**config.mk**
```make
export PLATFORM = sky130hd
export DESIGN_NAME = pin_bank_irq
export DESIGN_NICKNAME = d
export VERILOG_FILES = /design/src/rtl/pin_bank_pkg.sv /design/src/rtl/pin_bank_sync.sv /design/src/rtl/pin_bank_detect.sv /design/src/rtl/pin_bank_regs.sv /design/src/rtl/pin_bank_status.sv /design/src/rtl/pin_bank_irq.sv
export SDC_FILE = /design/constraint.sdc
export NUM_CORES = 1
export LEC_CHECK = 0
export BUFFER_PORTS_ARGS = -buffer_cell sky130_fd_sc_hd__buf_2
export CORE_UTILIZATION = 47
export DETAILED_ROUTE_END_ITERATION = 12
export PLACE_DENSITY = 0.69
export SLEW_MARGIN = 25
export SYNTH_ARGS = -nofsm -noshare
export SYNTH_HDL_FRONTEND = slang
export SYNTH_HIERARCHICAL = 1
export SYNTH_SLANG_ARGS = --single-unit
```
**constraint.sdc**
```tcl
create_clock -name clk -period 1.25 [get_ports clk]
set_input_delay 0.125 -clock clk [delete_from_list [all_inputs] [get_ports clk]]
set_output_delay 0.125 -clock clk [all_outputs]
set_load 0.05 [all_outputs]
```
**src/rtl/pin_bank_pkg.sv**
```systemverilog
`timescale 1ns/1ps
package pin_bank_pkg;
  localparam int unsigned PINS = 32;
  localparam int unsigned HALF = PINS / 2;
  localparam int unsigned WORD_W = 3;

  localparam logic [WORD_W-1:0] IDX_DATA   = 3'd0;
  localparam logic [WORD_W-1:0] IDX_DIR    = 3'd1;
  localparam logic [WORD_W-1:0] IDX_PAD    = 3'd2;
  localparam logic [WORD_W-1:0] IDX_CFG_LO = 3'd3;
  localparam logic [WORD_W-1:0] IDX_CFG_HI = 3'd4;
  localparam logic [WORD_W-1:0] IDX_MASK   = 3'd5;
  localparam logic [WORD_W-1:0] IDX_STAT   = 3'd6;

  typedef enum logic [1:0] {
    TRIG_LOW  = 2'd0,
    TRIG_HIGH = 2'd1,
    TRIG_RISE = 2'd2,
    TRIG_FALL = 2'd3
  } trig_e;

  // Trigger code of one pin from the two configuration words.
  function automatic trig_e pick_trig(input logic [PINS-1:0] cfg_lo,
                                      input logic [PINS-1:0] cfg_hi,
                                      input int unsigned pin);
    int unsigned n;
    logic [1:0] c;
    n = pin % HALF;
    if (pin >= HALF) c = cfg_hi[2*n +: 2];
    else             c = cfg_lo[2*n +: 2];
    return trig_e'(c);
  endfunction

  // Whether a trigger condition holds for the current and previous level.
  function automatic logic trig_fires(input trig_e t, input logic cur, input logic prv);
    logic r;
    unique case (t)
      TRIG_LOW:  r = ~cur;
      TRIG_HIGH: r = cur;
      TRIG_RISE: r = cur & ~prv;
      TRIG_FALL: r = ~cur & prv;
    endcase
    return r;
  endfunction
endpackage

```
**src/rtl/pin_bank_sync.sv**
```systemverilog
`timescale 1ns/1ps
module pin_bank_sync #(
  parameter int unsigned W      = 32,
  parameter int unsigned STAGES = 2
) (
  input  logic         clk,
  input  logic         rst_n,
  input  logic [W-1:0] d,
  output logic [W-1:0] q
);
  logic [W-1:0] stg [STAGES];

  always_ff @(posedge clk or negedge rst_n) begin
    if (!rst_n) stg[0] <= '0;
    else        stg[0] <= d;
  end

  for (genvar s = 1; s < STAGES; s++) begin : g_stage
    always_ff @(posedge clk or negedge rst_n) begin
      if (!rst_n) stg[s] <= '0;
      else        stg[s] <= stg[s-1];
    end
  end

  assign q = stg[STAGES-1];
endmodule

```
**src/rtl/pin_bank_detect.sv**
```systemverilog
`timescale 1ns/1ps
module pin_bank_detect
  import pin_bank_pkg::*;
#(
  parameter int unsigned W = PINS
) (
  input  logic         clk,
  input  logic         rst_n,
  input  logic [W-1:0] level,
  input  logic [W-1:0] cfg_lo,
  input  logic [W-1:0] cfg_hi,
  output logic [W-1:0] hit
);
  logic [W-1:0] level_prev;

  always_ff @(posedge clk or negedge rst_n) begin
    if (!rst_n) level_prev <= '0;
    else        level_prev <= level;
  end

  for (genvar i = 0; i < W; i++) begin : g_pin
    trig_e code;
    assign code   = pick_trig(cfg_lo, cfg_hi, i);
    assign hit[i] = trig_fires(code, level[i], level_prev[i]);
  end
endmodule

```
**src/rtl/pin_bank_regs.sv**
```systemverilog
`timescale 1ns/1ps
module pin_bank_regs
  import pin_bank_pkg::*;
#(
  parameter int unsigned W = PINS
) (
  input  logic              clk,
  input  logic              rst_n,
  input  logic              bus_sel,
  input  logic              bus_wr,
  input  logic [WORD_W-1:0] bus_word,
  input  logic [W-1:0]      bus_wdata,
  input  logic [W-1:0]      pad_level,
  input  logic [W-1:0]      stat,
  output logic [W-1:0]      bus_rdata,
  output logic [W-1:0]      data_q,
  output logic [W-1:0]      dir_q,
  output logic [W-1:0]      cfg_lo_q,
  output logic [W-1:0]      cfg_hi_q,
  output logic [W-1:0]      mask_q,
  output logic [W-1:0]      clr_mask
);
  logic wr_en;
  assign wr_en = bus_sel & bus_wr;

  always_ff @(posedge clk or negedge rst_n) begin
    if (!rst_n) begin
      data_q   <= '0;
      dir_q    <= '0;
      cfg_lo_q <= '0;
      cfg_hi_q <= '0;
      mask_q   <= '0;
    end else if (wr_en) begin
      unique case (bus_word)
        IDX_DATA:   data_q   <= bus_wdata;
        IDX_DIR:    dir_q    <= bus_wdata;
        IDX_CFG_LO: cfg_lo_q <= bus_wdata;
        IDX_CFG_HI: cfg_hi_q <= bus_wdata;
        IDX_MASK:   mask_q   <= bus_wdata;
        default: ;
      endcase
    end
  end

  assign clr_mask = (wr_en && bus_word == IDX_STAT) ? bus_wdata : '0;

  always_comb begin
    bus_rdata = '0;
    if (bus_sel) begin
      unique case (bus_word)
        IDX_DATA:   bus_rdata = data_q;
        IDX_DIR:    bus_rdata = dir_q;
        IDX_PAD:    bus_rdata = pad_level;
        IDX_CFG_LO: bus_rdata = cfg_lo_q;
        IDX_CFG_HI: bus_rdata = cfg_hi_q;
        IDX_MASK:   bus_rdata = mask_q;
        IDX_STAT:   bus_rdata = stat;
        default:    bus_rdata = '0;
      endcase
    end
  end
endmodule

```
**src/rtl/pin_bank_status.sv**
```systemverilog
`timescale 1ns/1ps
module pin_bank_status #(
  parameter int unsigned W = 32
) (
  input  logic         clk,
  input  logic         rst_n,
  input  logic [W-1:0] hit,
  input  logic [W-1:0] clr_mask,
  output logic [W-1:0] st_q
);
  // Hardware set has priority over a software clear in the same cycle.
  always_ff @(posedge clk or negedge rst_n) begin
    if (!rst_n) st_q <= '0;
    else        st_q <= (st_q & ~clr_mask) | hit;
  end
endmodule

```
**src/rtl/pin_bank_irq.sv**
```systemverilog
`timescale 1ns/1ps
module pin_bank_irq
  import pin_bank_pkg::*;
#(
  parameter int unsigned SYNC_STAGES = 2
) (
  input  logic              clk,
  input  logic              rst_n,
  input  logic              reg_sel,
  input  logic              reg_wr,
  input  logic [WORD_W-1:0] reg_word,
  input  logic [PINS-1:0]   reg_wdata,
  output logic [PINS-1:0]   reg_rdata,
  input  logic [PINS-1:0]   pad_in,
  output logic [PINS-1:0]   pad_out,
  output logic [PINS-1:0]   pad_oe,
  output logic              irq_lo,
  output logic              irq_hi
);
  localparam int unsigned NHALVES = PINS / HALF;

  logic [PINS-1:0] pad_level;
  logic [PINS-1:0] trig_hit;
  logic [PINS-1:0] clr_mask;
  logic [PINS-1:0] st_q;
  logic [PINS-1:0] mask_q;
  logic [PINS-1:0] cfg_lo_q;
  logic [PINS-1:0] cfg_hi_q;
  logic [PINS-1:0] pending;
  logic [NHALVES-1:0] half_req;

  pin_bank_sync #(.W(PINS), .STAGES(SYNC_STAGES)) u_sync (
    .clk(clk), .rst_n(rst_n), .d(pad_in), .q(pad_level)
  );

  pin_bank_regs #(.W(PINS)) u_regs (
    .clk(clk), .rst_n(rst_n),
    .bus_sel(reg_sel), .bus_wr(reg_wr), .bus_word(reg_word), .bus_wdata(reg_wdata),
    .pad_level(pad_level), .stat(st_q), .bus_rdata(reg_rdata),
    .data_q(pad_out), .dir_q(pad_oe), .cfg_lo_q(cfg_lo_q), .cfg_hi_q(cfg_hi_q),
    .mask_q(mask_q), .clr_mask(clr_mask)
  );

  pin_bank_detect #(.W(PINS)) u_detect (
    .clk(clk), .rst_n(rst_n), .level(pad_level),
    .cfg_lo(cfg_lo_q), .cfg_hi(cfg_hi_q), .hit(trig_hit)
  );

  pin_bank_status #(.W(PINS)) u_status (
    .clk(clk), .rst_n(rst_n), .hit(trig_hit), .clr_mask(clr_mask), .st_q(st_q)
  );

  assign pending = st_q & mask_q;

  for (genvar h = 0; h < NHALVES; h++) begin : g_half
    assign half_req[h] = |pending[h*HALF +: HALF];
  end

  assign irq_lo = half_req[0];
  assign irq_hi = half_req[NHALVES-1];
endmodule

```
* Word level (Yosys, flattened, before mapping) *
Index checks and enable logic that the tools add are counted.

operators by class
  multiplexer cells = 35
  reduce and logical (&&, ||, !) cells = 41
  bitwise operators = 133
  eq/ne operators = 102

operator list
  kind                  number
  $pmux W32 S7          1
  $eq A2 B2 Y1 const B  64
  $pmux W1 S4           32
  $and A1 B1 Y1         65
  $and A32 B32 Y32      2
  $eq A2 B1 Y1 const B  32
  $logic_not A2 Y1      32
  $mux W32              2
  $not A1 Y1            64
  $not A32 Y32          1
  $or A32 B32 Y32       1
  $reduce_or A16 Y1     2
  $reduce_and A2 Y1     5
  $eq A3 B3 Y1 const B  3
  $eq A3 B2 Y1 const B  2
  $eq A3 B1 Y1 const B  1
  $logic_not A3 Y1      1
  $logic_and A1 B1 Y1   1

word-level totals
  bits in registers = 288
  logic and storage cells = 320
  output and inout bits = 98

* Logic depth before layout (Yosys ltp) *
Gate-level depths: netlist of run 1.

  depth in word-level cells = 6
  depth in mapped cells = 8
  depth with buffers taken out = 6

* Modules after synthesis *
Netlist of run 1, hierarchy kept.

by module, submodules not included
  module           seq. area each (um^2)  cells each  times used  area an instance (um^2)
  pin_bank_regs    4,003.8                679         1           8,206.6
  pin_bank_detect  800.8                  192         1           2,043.2
  pin_bank_sync    1,601.5                96          1           1,841.8
  pin_bank_status  800.8                  96          1           1,161.1
  pin_bank_irq     0.0                    18          1           202.7

* Worst setup path before layout of run 1 *
Ideal clock, no wire load.

  path type = input -> output
  start = input port reg_word[2]
  end = output port reg_rdata[18]
  cell stages on the path = 6
  arrival time = 1.870 ns
  data required time = 1.125 ns
  buffers on the path = 3
  setup slack = -0.745 ns
  cell sequence = buf_4 nor2b_1 buf_2 clkbuf_1 a32oi_1 a31oi_1

between the ends
  cells in the longest elaborated chain, start to end = 3
  elaborated cells between the ends (all ways) = 9
  those cells by class = 6 x eq/ne; 2 x mux; 1 x reduce/logical

ends and longest elaborated chain
  what                                  line                 RTL
  start, declared                       pin_bank_irq.sv:11   input logic [WORD_W-1:0] reg_word,
  $eq A3 B3 Y1 (tied with other cells)  pin_bank_regs.sv:50  unique case (bus_word)
  $pmux W32 S7 *                        pin_bank_regs.sv:50
  $mux W32 *                            pin_bank_regs.sv:49  if (bus_sel) begin
  end, declared                         pin_bank_irq.sv:13   output logic [PINS-1:0] reg_rdata,

Mark *: on every way between the ends. The rest lies on a longest branch, timed or not.

* Worst setup path after layout of run 1 *
  start = register u_regs.mask_q[0]
  end = output port irq_lo

between the ends
  cells in the longest elaborated chain, start to end = 2

ends and longest elaborated chain
  what                    line                 RTL
  start, declared         pin_bank_regs.sv:20  output logic [W-1:0] mask_q,
  start signal, assigned  pin_bank_regs.sv:39  IDX_MASK: mask_q <= bus_wdata;
  $and A32 B32 Y32        pin_bank_irq.sv:53   assign pending = st_q & mask_q;
  $reduce_or A16 Y1       pin_bank_irq.sv:56   assign half_req[h] = |pending[h*HALF +: HALF];
  end, declared           pin_bank_irq.sv:17   output logic irq_lo,

No other way between the ends.

==> impl_metrics.csv, run 1 <==
group,metric,value,unit
placement,numPortBuffers,168,
drt,ant_nets,0,
sta,period_share,1.58,
final_layout,fin_area,21200,µm²
die,io_pins,169,
power_and_ir_drop,power.density,1630,nW/µm²
sta,rsz0062_at_grt,"true",
drt,vias,10900,
min_path,hold_path.class,"input port to async pin",
critical_path,crit_type,"register to primary output",
placement,place_ws,-0.408,ns
outcome,violations,"negative setup slack",
final_layout,diodes,0,
placement,dp_hpwl,27900,µm
logic_synthesis,ys_top_cells_by_count,"288 x dfrtp_1, 212 x mux2_2, 60 x a32oi_1, 60 x nand2b_1, 37 x buf_4",
critical_path,crit_path_end_kind,"primary output",
final_layout,area_growth_syn_to_layout,57.7,%
logic_synthesis,yosysTopAreaCell,"dfrtp_1",
critical_path,r2r_start,"u_regs/cfg_hi_q[6]$_DFFE_PN0P_",
critical_path,r2r_cells,5,
sta,final-setup-viol-count,99,
die,die_area,29300,µm²
clocking,insertion_delay,0.51,ns
drt,dr.pass1.iters,5,
sta,fin_ws,-0.719,ns
power_and_ir_drop,leakage,8.66,nW
drt,wirelength,44100,µm
die,fp.dieW,171,µm
flow_run,cap_violations,0,
logic_synthesis,ys_async_sr_fraction,1.00,
critical_path,r2r_slack,-0.16,ns
drt,drc,0,
logic_synthesis,ys_top_cells_by_area,"dfrtp_1 54%, mux2_2 18%, a32oi_1 3.9%, nand2b_1 2.8%, o21ba_2 2.4%",
logic_synthesis,yosys_warnings,6,
outcome,status,"finished, violations left",
logic_synthesis,synth_area,13500,µm²
critical_path,arrival,1.84,ns
logic_synthesis,ys_seq_area_frac,0.536,
clocking,cts_buffer_depth,3,
clocking,numCtsBuffers,34,
critical_path,rr_endpoint,"u_status/st_q[19]$_DFF_PN0_",
grt,grtUsageTotal,0.300,
die,core,28000,µm²
logic_synthesis,synth_most_common_cell,"dfrtp_1",
sta,hold_slack,0.0801,ns
sta,hold_viol,0,
logic_synthesis,yosys_most_used_dff,"dfrtp_1",
grt,grt_pass1_vias,11500,
sta,fmax,0.508,GHz
logic_synthesis,syn_nets,1152,
logic_synthesis,ys_ff_latch,288,
logic_synthesis,synth.distinct_cells,33,
grt,grt_pass1_wl,66300,µm
clocking,cts_tree,"done",
placement,gp_congestion,0.842,
drt,viasPerCell,5.61,
sta,relSlewSlack,0.764,
logic_synthesis,yosysTopAreaCellShare,0.536,
final_layout,num-nets-final,1618,
die,num_rows,61,
grt,grt_max_degree,62,
sta,worst-slew-pin-transition,0.353,ns
sta,drv_slew,0,
power_and_ir_drop,irDropWorstVdd,1220,µV
drt,drtIter0Drc,671,
logic_synthesis,synthCells,1081,
final_layout,drive_above_1_share,0.630,
grt,antenna_found_initial,0,
placement,place_area,17300,µm²
critical_path,cp.required,1.12,ns
drt,wl_per_cell,22.6,µm
sta,period_minus_slack,1.97,ns
grt,overflow,0,
die,initial_core_util,0.480,
clocking,clkTransAtPathRegs,0.06,ns
final_layout,nFillCells,1640,
critical_path,startpoint_type,"register",
clocking,htree_levels,2,
die,die_h,171,µm
clocking,cts-root-buf,"clkbuf_16",
final_layout,fin_util,0.758,
logic_synthesis,syn_area_per_cell,12.4,µm²
logic_synthesis,synth_edf_count,0,
sta,skew,0.0183,ns
critical_path,worstPathMaxFanout,2,
clocking,cts_sinks,288,
registers in the layout, indices dropped and copies added, names as in the netlist:
signal,flops
u_regs/data_q,32
u_status/st_q,32
u_sync/stg,32
u_detect/level_prev,32
u_regs/mask_q,32
u_regs/cfg_lo_q,32
u_regs/dir_q,32
u_regs/cfg_hi_q,32
u_sync/q,32
layout make-up:
cell class | instances | area, µm² | share of cell area
Tap cell | 378 | 473 | 0.0223
Clock buffer | 48 | 985 | 0.0464
Inverter | 33 | 128 | 0.00601
Clock inverter | 13 | 179 | 0.00843
Sequential cell | 288 | 7300 | 0.344
Multi-Input combinational cell | 672 | 7130 | 0.336
Timing Repair Buffer | 518 | 5030 | 0.237
placed cells by master (no fill, tap or decap), types with 6 or more instances in the layout:
cell type	count
inv_1	32
nand2_1	26
mux2_2	185
clkbuf_8	6
dlygate4sd3_1	65
buf_12	27
nand3_1	32
a221oi_2	8
or3b_1	26
clkbuf_16	35
clkbuf_1	7
buf_6	122
buf_4	190
a32oi_2	30
mux2_1	7
a22o_1	8
a31oi_4	32
nand2b_1	59
o21ba_2	30
nand2_2	6
a21o_1	32
and2_1	32
buf_8	47
a32oi_1	22
a32oi_4	8
mux2_4	27
dfrtp_1	217
a21oi_2	34
o21ai_4	26
dfrtp_2	71
buf_2	67
power by group:
part | internal, mW | leakage (nW) | switching, mW
registers | 10.8 | 3.28 | 1.23
clock network | 6.34 | 0.572 | 3.95
logic | 6.37 | 4.80 | 5.98
repair_timing:
item | CTS | global route
setup endpoints to repair | 115 | 119
endpoints found under the hold margin | 470 | 0
gates resized for setup | 374 | 74
setup buffers | 18 | 54
pin swaps | 38 | 46
hold buffers | 65 | 0
cells by family (layout without fill, tap and decap cells):
| group | count (synthesis) | count (layout) | share of synthesized area |
|---|---|---|---|
| compound gates | 241 | 241 | 0.137 |
| buf+inv | 121 | 612 | 0.0469 |
| flops | 288 | 288 | 0.536 |
| mux | 224 | 224 | 0.187 |
| simple gates | 207 | 207 | 0.0937 |
worst max-delay path: stages (launching register included):
cell and delay, ns:
dfrtp_1 0.41, a22o_1 0.25, a221oi_2 0.25, nand4_1 0.23
buf_6 0.21
per-layer routing:
| metal | vias to the layer above | track usage | wire length [µm] |
|---|---|---|---|
| li1 | 4884 | - | - |
| met4 | 0 | 0.0974 | 1280 |
| met3 | 83 | 0.0382 | 2040 |
| met5 | - | 0 | 0 |
| met1 | 5607 | 0.388 | 18200 |
| met2 | 360 | 0.523 | 22600 |
worst max path at each step:
stage,start,to,slack (ns),cells after the start
3_5_place_dp,reg_word[0],reg_rdata[16],-0.41,7
3_3_place_gp,reg_word[0],reg_rdata[16],-0.39,7
6_report,u_regs/mask_q[0]$_DFFE_PN0P_,irq_lo,-0.72,4
4_1_cts,u_regs/mask_q[0]$_DFFE_PN0P_,irq_lo,-0.72,4
2_1_floorplan,u_regs/mask_q[19]$_DFFE_PN0P_,irq_hi,-0.14,3
5_1_grt,u_status/st_q[16]$_DFF_PN0_,irq_hi,-0.74,4
through the flow:
stage          TNS [ns]  power [mW]  std cells
2_1_floorplan     -2.14        17.6       1081
4_1_cts          -21.00        33.8       1916
3_5_place_dp     -66.16        21.4       1778
6_report         -21.66        34.7       1950
5_1_grt          -25.13        35.9       1950
3_3_place_gp     -62.42        21.1       1778
No activity file was read; power rests on OpenSTA's default activity.
==> inputs of run 2 (changes only) <==
--- a/config.mk
+++ b/config.mk
@@ -6,11 +6,14 @@
 export NUM_CORES = 1
 export LEC_CHECK = 0
 export BUFFER_PORTS_ARGS = -buffer_cell sky130_fd_sc_hd__buf_2
-export CORE_UTILIZATION = 47
+export CELL_PAD_IN_SITES_DETAIL_PLACEMENT = 0
+export CELL_PAD_IN_SITES_GLOBAL_PLACEMENT = 1
+export CORE_UTILIZATION = 43
 export DETAILED_ROUTE_END_ITERATION = 12
-export PLACE_DENSITY = 0.69
+export PLACE_DENSITY_LB_ADDON = 0.1
 export SLEW_MARGIN = 25
 export SYNTH_ARGS = -nofsm -noshare
 export SYNTH_HDL_FRONTEND = slang
 export SYNTH_HIERARCHICAL = 1
 export SYNTH_SLANG_ARGS = --single-unit
+export TNS_END_PERCENT = 10
==> run 2 against run 1 <==
  * Wire length fell by 5.5%
  * Critical path type unchanged
  * Clock skew fell by 0.0011 ns
  * The flow still finishes with violations (negative setup slack)
  * Clock power barely moved
  * Via count fell by 4.8%
  * Maximum frequency fell by 1.7%
  * Worst setup slack got worse by 0.033 ns
  * Hold slack got worse by 0.067 ns
  * Cell area fell by 3.0%
  * First-iteration DRC count fell by 29%
  * Total power fell by 3.6%
  * Largest cell class unchanged
==> impl_metrics.csv, run 2 (synthesized netlist as in run 1, its figures left out) <==
group,metric,value,unit
die,die_area,32000,µm²
power_and_ir_drop,irDropWorstVdd,1310,µV
drt,wirelength,41600,µm
sta,period_share,1.60,
drt,drc,0,
die,core,30700,µm²
critical_path,crit_path_end_kind,"primary output",
clocking,clkTransAtPathRegs,0.05,ns
drt,viasPerCell,5.31,
die,io_pins,169,
min_path,hold_path.class,"input port to register",
final_layout,num-nets-final,1611,
clocking,numCtsBuffers,35,
sta,relSlewSlack,0.771,
clocking,cts-root-buf,"clkbuf_16",
critical_path,slowest_stage,"dfrtp_1",
clocking,cts_buffer_depth,3,
drt,wl_per_cell,21.2,µm
clocking,htree_levels,2,
sta,fin_ws,-0.752,ns
sta,skew,0.0172,ns
power_and_ir_drop,power.density,1620,nW/µm²
die,die_h,179,µm
critical_path,crit_family,"compound AO/OA/AOI/OAI gates",
flow_run,cap_violations,0,
outcome,status,"finished, violations left",
critical_path,cpPeakStageDelay,0.43,ns
clocking,insertion_delay,0.52,ns
grt,grtUsageTotal,0.264,
critical_path,cp.required,1.12,ns
critical_path,crit_type,"register to primary output",
final_layout,drive_above_1_share,0.616,
critical_path,cp_cell_sequence,"a22o_1 -> a221oi_2 -> nand4_1 -> buf_6",
grt,antenna_found_initial,1,
sta,fmax,0.499,GHz
drt,drtIter0Drc,474,
placement,numPortBuffers,168,
die,initial_core_util,0.439,
grt,overflow,0,
grt,grt_pass1_wl,62800,µm
grt,met1_usage,0.362,
sta,tns,-21.78,ns
critical_path,arrival,1.88,ns
final_layout,final_cell_mix,"238 x buf_4, 219 x dfrtp_1, 196 x mux2_2",
grt,grt_pass1_vias,10700,
clocking,cts_tree,"done",
drt,vias,10400,
final_layout,area_growth_syn_to_layout,53.0,%
final_layout,fin_util,0.671,
sta,drv_slew,0,
final_layout,diodes,0,
sta,hold_viol,0,
critical_path,worstPathMaxFanout,2,
final_layout,nFillCells,2275,
sta,final-setup-viol-count,105,
grt,met2_usage,0.440,
die,num_rows,64,
placement,dp_hpwl,28500,µm
placement,place_ws,-0.454,ns
placement,gp_congestion,0.811,
placement,place_area,17500,µm²
outcome,violations,"negative setup slack",
final_layout,layout_commonest_cell,"buf_4",
grt,grt-busiest-layer,"met2",
final_layout,fin_area,20600,µm²
sta,period_minus_slack,2.00,ns
sta,worst-slew-pin-transition,0.343,ns
critical_path,startpoint_type,"register",
sta,rsz0062_at_grt,"true",
grt,grt_max_degree,64,
die,fp.dieW,179,µm
clocking,cts_sinks,288,
drt,dr.pass1.iters,5,
critical_path,critPathBufInv,1,
grt,grt_use_met3,0.0401,
drt,ant_nets,0,
power_and_ir_drop,leakage,8.47,nW
## run 2: cell count changes in the layout (fill, tap and decap cells not counted), moves of 13 or more
| cell | change |
|---|---|
| o21ai_4 | -13 |
| buf_4 | +48 |
| buf_8 | -45 |
| buf_6 | -15 |
| o21ai_2 | +13 |
## run 2: power breakdown
part           switching [mW]  internal [mW]  total, mW
Clock                    4.02           6.42       10.4
Sequential               1.06           10.8       11.9
Combinational            5.57           5.57       11.1
## run 2: per-stage QoR
step / total power, mW / std cells / hold slack [ns]
floorplan: 17.5 / 1081 / -0.171
detailed placement: 21.5 / 1823 / -0.00744
finish: 33.4 / 1962 / 0.0133
CTS: 33.4 / 1955 / 0.0114
global placement: 21.3 / 1823 / -0.00549
global route: 34.9 / 1962 / 0.0178
## run 2: worst paths after layout
path | startpoint | to | slack, ns | cells past startpoint
worst max-delay path | u_status/st_q[5]$_DFF_PN0_ | irq_lo | -0.75 | 4
worst min-delay path | reg_wdata[11] | u_regs/data_q[11]$_DFFE_PN0P_ | 0.01 | 2
worst max register to register | u_regs/cfg_hi_q[2]$_DFFE_PN0P_ | u_status/st_q[17]$_DFF_PN0_ | -0.16 | 5
worst min register to register | u_sync/stg[56]$_DFF_PN0_ | u_sync/q[24]$_DFF_PN0_ | 0.34 | 0
max in group asynchronous | rst_n | u_sync/q[14]$_DFF_PN0_ | 0.55 | 3
min in group asynchronous | rst_n | u_detect/level_prev[3]$_DFF_PN0_ | 0.06 | 2
## run 2: worst register-to-register path, cell delays in order (launching register included)
cell and delay, ns:
dfrtp_1 0.40, buf_4 0.14, or3b_1 0.35, a32oi_1 0.22, buf_4 0.16, a21o_1 0.08
## run 2: cell type report
class	instances	area (µm²)	area share
flip-flops and latches	288	7290	0.354
clock buffers	54	1090	0.0529
multi-input cells	672	6840	0.332
repair buffers	510	4640	0.225
clock inverters	9	104	0.00504
well taps	396	495	0.0241
inverters	33	124	0.00602
## run 2: layer usage
layer,wire length [µm],share of wire,up-vias
met3,1740,0.042,56
met5,13,0.00031,-
met4,762,0.018,2
met2,20200,0.49,238
li1,-,-,4890
met1,18900,0.45,5226
## run 2: timing repair
| item | in CTS | in global routing |
|---|---|---|
| pin swaps | 46 | 19 |
| resized for setup | 251 | 47 |
| setup endpoints to repair | 118 | 126 |
| buffers inserted | 5 | 7 |
| endpoints found under the hold margin | 471 | 0 |
| gates cloned | 0 | 0 |
| hold buffers | 64 | 0 |
